### config.mk
export PLATFORM = sky130hd
export DESIGN_NAME = autoinc_rom_slave
export DESIGN_NICKNAME = d
export VERILOG_FILES = /design/src/rtl/autoinc_rom_pkg.sv /design/src/rtl/autoinc_sync.sv /design/src/rtl/autoinc_core.sv /design/src/rtl/autoinc_rom_slave.sv
export SDC_FILE = /design/constraint.sdc
export NUM_CORES = 1
export LEC_CHECK = 0
export BUFFER_PORTS_ARGS = -buffer_cell sky130_fd_sc_hd__buf_4
export CAP_MARGIN = 25
export CORE_ASPECT_RATIO = 1.1
export CORE_MARGIN = 2
export CORE_UTILIZATION = 46
export CTS_BUF_LIST = sky130_fd_sc_hd__clkbuf_16
export CTS_CLUSTER_DIAMETER = 200
export DETAILED_ROUTE_END_ITERATION = 8
export PLACE_DENSITY = 0.77
export SKIP_LAST_GASP = 1
export SLEW_MARGIN = 20
export SYNTH_ARGS = -nofsm -noshare
export SYNTH_HDL_FRONTEND = slang
export SYNTH_SLANG_ARGS = --single-unit
export TNS_END_PERCENT = 10
### constraint.sdc
create_clock -name clk -period 2.8 [get_ports clk]
set_clock_uncertainty 0.15 [all_clocks]
set_input_delay 0.7 -clock clk [delete_from_list [all_inputs] [get_ports clk]]
set_output_delay 0.7 -clock clk [all_outputs]
set_load 0.1 [all_outputs]
### src/rtl/autoinc_rom_pkg.sv
package autoinc_rom_pkg;
    typedef enum logic [1:0] {
        ST_IDLE  = 2'd0,
        ST_FETCH = 2'd1,
        ST_HOLD  = 2'd2
    } slv_state_e;
endpackage

### src/rtl/autoinc_sync.sv
module autoinc_sync #(
    parameter int W = 3
) (
    input  logic         clk,
    input  logic         rst_n,
    input  logic [W-1:0] d_i,
    output logic [W-1:0] q_o
);
    logic [W-1:0] s1_q, s2_q;

    always_ff @(posedge clk or negedge rst_n) begin
        if (!rst_n) begin
            s1_q <= '0;
            s2_q <= '0;
        end else begin
            s1_q <= d_i;
            s2_q <= s1_q;
        end
    end

    assign q_o = s2_q;
endmodule

### src/rtl/autoinc_core.sv
module autoinc_core
    import autoinc_rom_pkg::*;
#(
    parameter int              AW          = 16,
    parameter int              DW          = 8,
    parameter int              RB          = 3,
    parameter logic [RB-1:0]   REGION_ID   = 3'd1,
    parameter bit              ADDR_RD_EN  = 1'b1
) (
    input  logic          clk,
    input  logic          rst_n,
    input  logic          sel_s,
    input  logic          rd_s,
    input  logic          amode_s,
    input  logic [DW-1:0] wdata,
    output logic [DW-1:0] dout,
    output logic          oe_q,
    output logic          rdy_pull,
    output logic          mem_req,
    output logic [AW-1:0] mem_addr,
    input  logic          mem_valid,
    input  logic [DW-1:0] mem_rdata
);
    localparam int HI_LSB = AW - DW;

    typedef struct packed {
        slv_state_e    st;
        logic [AW-1:0] addr;
        logic [DW-1:0] pbuf;
        logic          hit;
        logic          lo_next;
        logic [DW-1:0] dout;
        logic          oe;
        logic          pend;
        logic          fin_hold;
    } core_t;

    core_t q, d;

    always_comb begin
        d = q;
        unique case (q.st)
            ST_IDLE: begin
                if (sel_s) begin
                    d.st   = ST_HOLD;
                    d.oe   = 1'b0;
                    d.pend = 1'b0;
                    if (amode_s) begin
                        if (rd_s) begin
                            d.dout    = q.lo_next ? q.addr[DW-1:0] : q.addr[AW-1:HI_LSB];
                            d.oe      = ADDR_RD_EN;
                            d.lo_next = !q.lo_next;
                        end else if (!q.lo_next) begin
                            d.addr[AW-1:HI_LSB] = wdata;
                            d.lo_next           = 1'b1;
                        end else begin
                            d.addr[DW-1:0] = wdata;
                            d.lo_next      = 1'b0;
                            d.st           = ST_FETCH;
                            d.fin_hold     = 1'b1;
                        end
                    end else begin
                        d.lo_next = 1'b0;
                        if (rd_s) begin
                            d.dout = q.pbuf;
                            d.oe   = q.hit;
                            d.pend = 1'b1;
                        end
                    end
                end
            end
            ST_FETCH: begin
                if (mem_valid) begin
                    d.pbuf     = mem_rdata;
                    d.hit      = (q.addr[AW-1 -: RB] == REGION_ID);
                    d.addr     = q.addr + AW'(1);
                    d.st       = q.fin_hold ? ST_HOLD : ST_IDLE;
                    d.fin_hold = 1'b0;
                end
            end
            ST_HOLD: begin
                if (!sel_s) begin
                    d.oe   = 1'b0;
                    d.st   = q.pend ? ST_FETCH : ST_IDLE;
                    d.pend = 1'b0;
                end
            end
            default: d.st = ST_IDLE;
        endcase
    end

    always_ff @(posedge clk or negedge rst_n) begin
        if (!rst_n) begin
            q <= '{st: ST_IDLE, default: '0};
        end else begin
            q <= d;
        end
    end

    assign dout     = q.dout;
    assign oe_q     = q.oe;
    assign rdy_pull = (q.st != ST_HOLD);
    assign mem_req  = (q.st == ST_FETCH);
    assign mem_addr = q.addr;

    // once ready is given it is kept while select stays high
    a_r5_ready_held: assert property (@(posedge clk) disable iff (!rst_n)
        (q.st == ST_HOLD && sel_s) |=> (q.st == ST_HOLD));

    // a pending fetch keeps its request and address until data arrives
    a_r4_fetch_stable: assert property (@(posedge clk) disable iff (!rst_n)
        (q.st == ST_FETCH && !mem_valid) |=> (q.st == ST_FETCH && $stable(q.addr)));

    // every completed fetch steps the counter by exactly one
    a_r3_counter_step: assert property (@(posedge clk) disable iff (!rst_n)
        (q.st == ST_FETCH && mem_valid) |=> (q.addr == $past(q.addr) + AW'(1)));

    // a data write leaves counter and buffered byte untouched
    a_r9_write_ignored: assert property (@(posedge clk) disable iff (!rst_n)
        (q.st == ST_IDLE && sel_s && !amode_s && !rd_s) |=> ($stable(q.addr) && $stable(q.pbuf)));
endmodule

### src/rtl/autoinc_rom_slave.sv
module autoinc_rom_slave #(
    parameter int            AW         = 16,
    parameter int            DW         = 8,
    parameter int            RB         = 3,
    parameter logic [RB-1:0] REGION_ID  = 3'd1,
    parameter bit            ADDR_RD_EN = 1'b1
) (
    input  logic          clk,
    input  logic          rst_n,
    input  logic          sel_i,
    input  logic          read_i,
    input  logic          addr_mode_i,
    input  logic [DW-1:0] wdata_i,
    output logic [DW-1:0] rdata_o,
    output logic          rdata_oe_o,
    output logic          rdy_pull_o,
    output logic          mem_req_o,
    output logic [AW-1:0] mem_addr_o,
    input  logic          mem_valid_i,
    input  logic [DW-1:0] mem_rdata_i
);
    logic [2:0] ctl_s;
    logic       oe_q;

    autoinc_sync #(.W(3)) u_sync (
        .clk   (clk),
        .rst_n (rst_n),
        .d_i   ({sel_i, read_i, addr_mode_i}),
        .q_o   (ctl_s)
    );

    autoinc_core #(
        .AW(AW), .DW(DW), .RB(RB), .REGION_ID(REGION_ID), .ADDR_RD_EN(ADDR_RD_EN)
    ) u_core (
        .clk       (clk),
        .rst_n     (rst_n),
        .sel_s     (ctl_s[2]),
        .rd_s      (ctl_s[1]),
        .amode_s   (ctl_s[0]),
        .wdata     (wdata_i),
        .dout      (rdata_o),
        .oe_q      (oe_q),
        .rdy_pull  (rdy_pull_o),
        .mem_req   (mem_req_o),
        .mem_addr  (mem_addr_o),
        .mem_valid (mem_valid_i),
        .mem_rdata (mem_rdata_i)
    );

    assign rdata_oe_o = oe_q & sel_i;

    // the bus is only driven during the ready phase of a cycle
    a_r10_oe_in_ready: assert property (@(posedge clk) disable iff (!rst_n)
        rdata_oe_o |-> !rdy_pull_o);
endmodule

==> results.md <==
- Register area share after synthesis: 0.430
- Power, Total: 3010 uW
- Critical path startpoint category: register
- Peak Freq: 0.439 GHz
- XOR/XNOR Fraction of Synth Area: 0.00335
- Post-Synthesis Cell Area: 2620 um^2
- Synthesis-stage register bit count: 45
- CTS Hold Bufs: 0
- RSZ-0062 raised after global routing: false
- Number of synthesis warnings: 0
- Final std cells w/o fill: 386
- Hold Fails Final Rpt: 0
- Post-synthesis average cell area: 8.90 um^2
- Final Core Density: 0.548
- CP Launch Point: u_sync.q_o[0]
- Crit Path Class: reg -> reg
- Antenna diodes: 0
- Root Driver: clkbuf_16
- Num CTS Buffers: 5
- HPWL Detailed: 4360 um
- Async SR Flop Fraction: 1.00
- Htree depth: 2
- Crit share post-route: 0.814
- Vias in the first global route: 2115
- Top FF cell, synth: dfrtp_1
- Gr usage total: 0.203
- Initial Util: 0.482
- Min cycle time layout: 2.28 ns
- Core Rows: 28
- Worst R2R Setup Slack: 0.52 ns
- Worst-path clk slew: 0.06 ns
- Sink of the worst hold path: u_sync.q_o[0]
- R2r startpoint: u_sync.q_o[0]
- HP Start: u_sync.s1_q[0]
- Total Wirelength: 6300 um
- HP Class: reg -> reg
- Synth unique cells: 47
- Largest net degree at the start of global routing: 46
- Compound-Gate Fraction of Synth Area: 0.217
- Die Y: 83.1 um
- Share of layout cells above drive strength 1: 0.232
- CTS tree: yes
- Global-route wire length before repair: 10500 um
- R2r endpoint: u_core.mem_addr[15]
- EDFF count, synth: 0
- Cells after synthesis: 294
- Postcts setup bufs: 0
- Fillers: 503
- Clk_lat worst skew: 0.29 ns
- Mux share of post-synthesis cell area: 0.0215
- CP required: 2.82 ns
- Max-cap violations: 0
- Nets@finish: 333
- # resized after CTS: 0
- Synth Net Count: 317
- Pwr Density: 1010 nW/um^2
- Arr. time, crit path: 2.30 ns
- Initial antenna violation count: 0
- Placed insts: 378
- IO Port Bufs: 48
- Worst hold margin: 0.201 ns
- Final slew viol count: 0
- Worst-case reg-to-reg path depth: 4
- Core area: 5430 um^2
- DR WL/cell: 16.3 um
- Clock sinks: 45
- Setup TNS: 0 ns
- Pleak: 0.00137 uW
- Die area: 6310 um^2
- Grt ovf: 0
- Initial DRC count: 352
- Boundary pin count: 49
- Largest family of logic cells by synthesized area: compound AO/OA/AOI/OAI gates
- Adder-cell share of the synthesized area: 0.00478
- Residual DRC: 0
- Slew margin rel.: 0.494
- VDD IR max: 0.655 mV
- Die width: 75.9 um
- Final ANT Viol Nets: 0
- Simple-gate share of the synthesized area: 0.212
- GP Congestion: 0.941
- Area Overhead vs Synth: 13.8%
- Clock buffer depth: 2
- Finish-stage setup viols: 0
- CP max FO: 14
- DR pass1 iterations: 5
- Worst-Margin Slew: 0.759 ns
- Status: finished, final reports clean
- Hold Path Cell Cnt: 0
- Drt via density: 5.90
- Vias post-DR: 2279
- Setup crit end kind: register
==> per-stage QoR <==
stage	setup WS (ns)	area, um^2
after detailed placement	0.513	2840
after floorplan	0.293	2620
final	0.520	2980
after global placement	0.549	2840
after CTS	0.532	2980
after global routing	0.439	2980
==> worst max path at each step <==
stage,slack [ns],end
2_1_floorplan,0.29,u_core.mem_addr[15]
6_report,0.52,u_core.mem_addr[15]
3_3_place_gp,0.55,u_core.mem_addr[15]
4_1_cts,0.53,u_core.mem_addr[15]
3_5_place_dp,0.51,u_core.q[12]
5_1_grt,0.44,u_core.mem_addr[15]
==> critical path: stages (launching register included) <==
cell      delay (ns)
dfrtp_1         0.54
or2b_1          0.29
o31a_4          0.33
or2_0           0.39
a2111o_1        0.47
==> metal layers <==
layer / wire [um] / vias to the layer above / track usage
li1: - / 1058 / -
met1: 2710 / 1078 / 0.280
met2: 2980 / 127 / 0.316
met3: 517 / 16 / 0.0457
met4: 99 / 0 / 0.0711
met5: 0 / - / 0
==> Yosys cell counts, types with 2 or more instances <==
library cell  count  area, um^2
or2_0             2        12.5
a21o_1            2        15.0
nor3_1            3        15.0
clkbuf_1         15        56.3
and3_1            8        50.1
nor2_1           18        67.6
dfrtp_1          45        1130
and2_1            4        25.0
nand3_1           4        20.0
a211oi_1          2        15.0
o211ai_1          4        30.0
buf_6             2        22.5
nor4_1            4        25.0
nand3b_1          3        22.5
buf_1             2        7.51
nor2b_1          10        62.6
inv_1             5        18.8
a32oi_1           7        61.3
a22oi_1           2        15.0
o31ai_1          10        75.1
a21oi_1          26         130
and4_1            3        26.3
o21ai_1           2        10.0
o22ai_1           3        18.8
o21ai_0          20         100
nand4_1           2        12.5
buf_4            24         180
nand2b_1          2        12.5
nand2_1          35         131
mux2_2            5        56.3
a31oi_1           4        25.0
==> state kept, by name (all words and copies together) (netlist names) <==
signal           count
u_core.oe_q          1
u_sync.s1_q          3
u_core.q            14
u_core.dout          8
u_core.mem_addr     16
u_sync.q_o           3
==> cell type report <==
cell class | count | area [um^2] | share of cell area
Clock buffer | 5 | 125 | 0.0420
Timing Repair Buffer | 53 | 398 | 0.134
Multi-Input combinational cell | 200 | 1200 | 0.404
Clock inverter | 3 | 13.8 | 0.00462
Sequential cell | 45 | 1130 | 0.378
Tap cell | 75 | 93.8 | 0.0315
Inverter | 5 | 18.8 | 0.00630
==> cell usage in the layout, fill, tap and decap left out, types with 4 or more instances in the layout <==
master     netlist  layout
nand3_1          4       4
o211ai_1         4       4
nand2_1         35      35
and3_1           8       8
a21oi_1         26      26
inv_1            5       6
clkbuf_16        0       5
o31ai_1         10      10
mux2_2           5       5
nor2b_1         10       9
a32oi_1          7       7
buf_4           24      53
a31oi_1          4       4
nor4_1           4       4
nor2_1          18      18
dfrtp_1         45      45
o21ai_0         20      20
and2_1           4       4
==> power breakdown <==
part | internal, uW | total [uW] | switching [uW]
combinational | 332 | 1380 | 1050
clock | 324 | 566 | 241
sequential | 833 | 1060 | 232
==> cells by family (layout without fill, tap and decap cells) <==
logic type,after synthesis,after routing
AND/OR/NAND/NOR,105,105
flip-flops,45,45
XOR/XNOR,1,1
multiplexers,5,5
AO/OA/AOI/OAI,88,88
adder cells (fa/ha/maj),1,1
buffers and inverters,49,66
No activity file was read; power rests on OpenSTA's default activity.
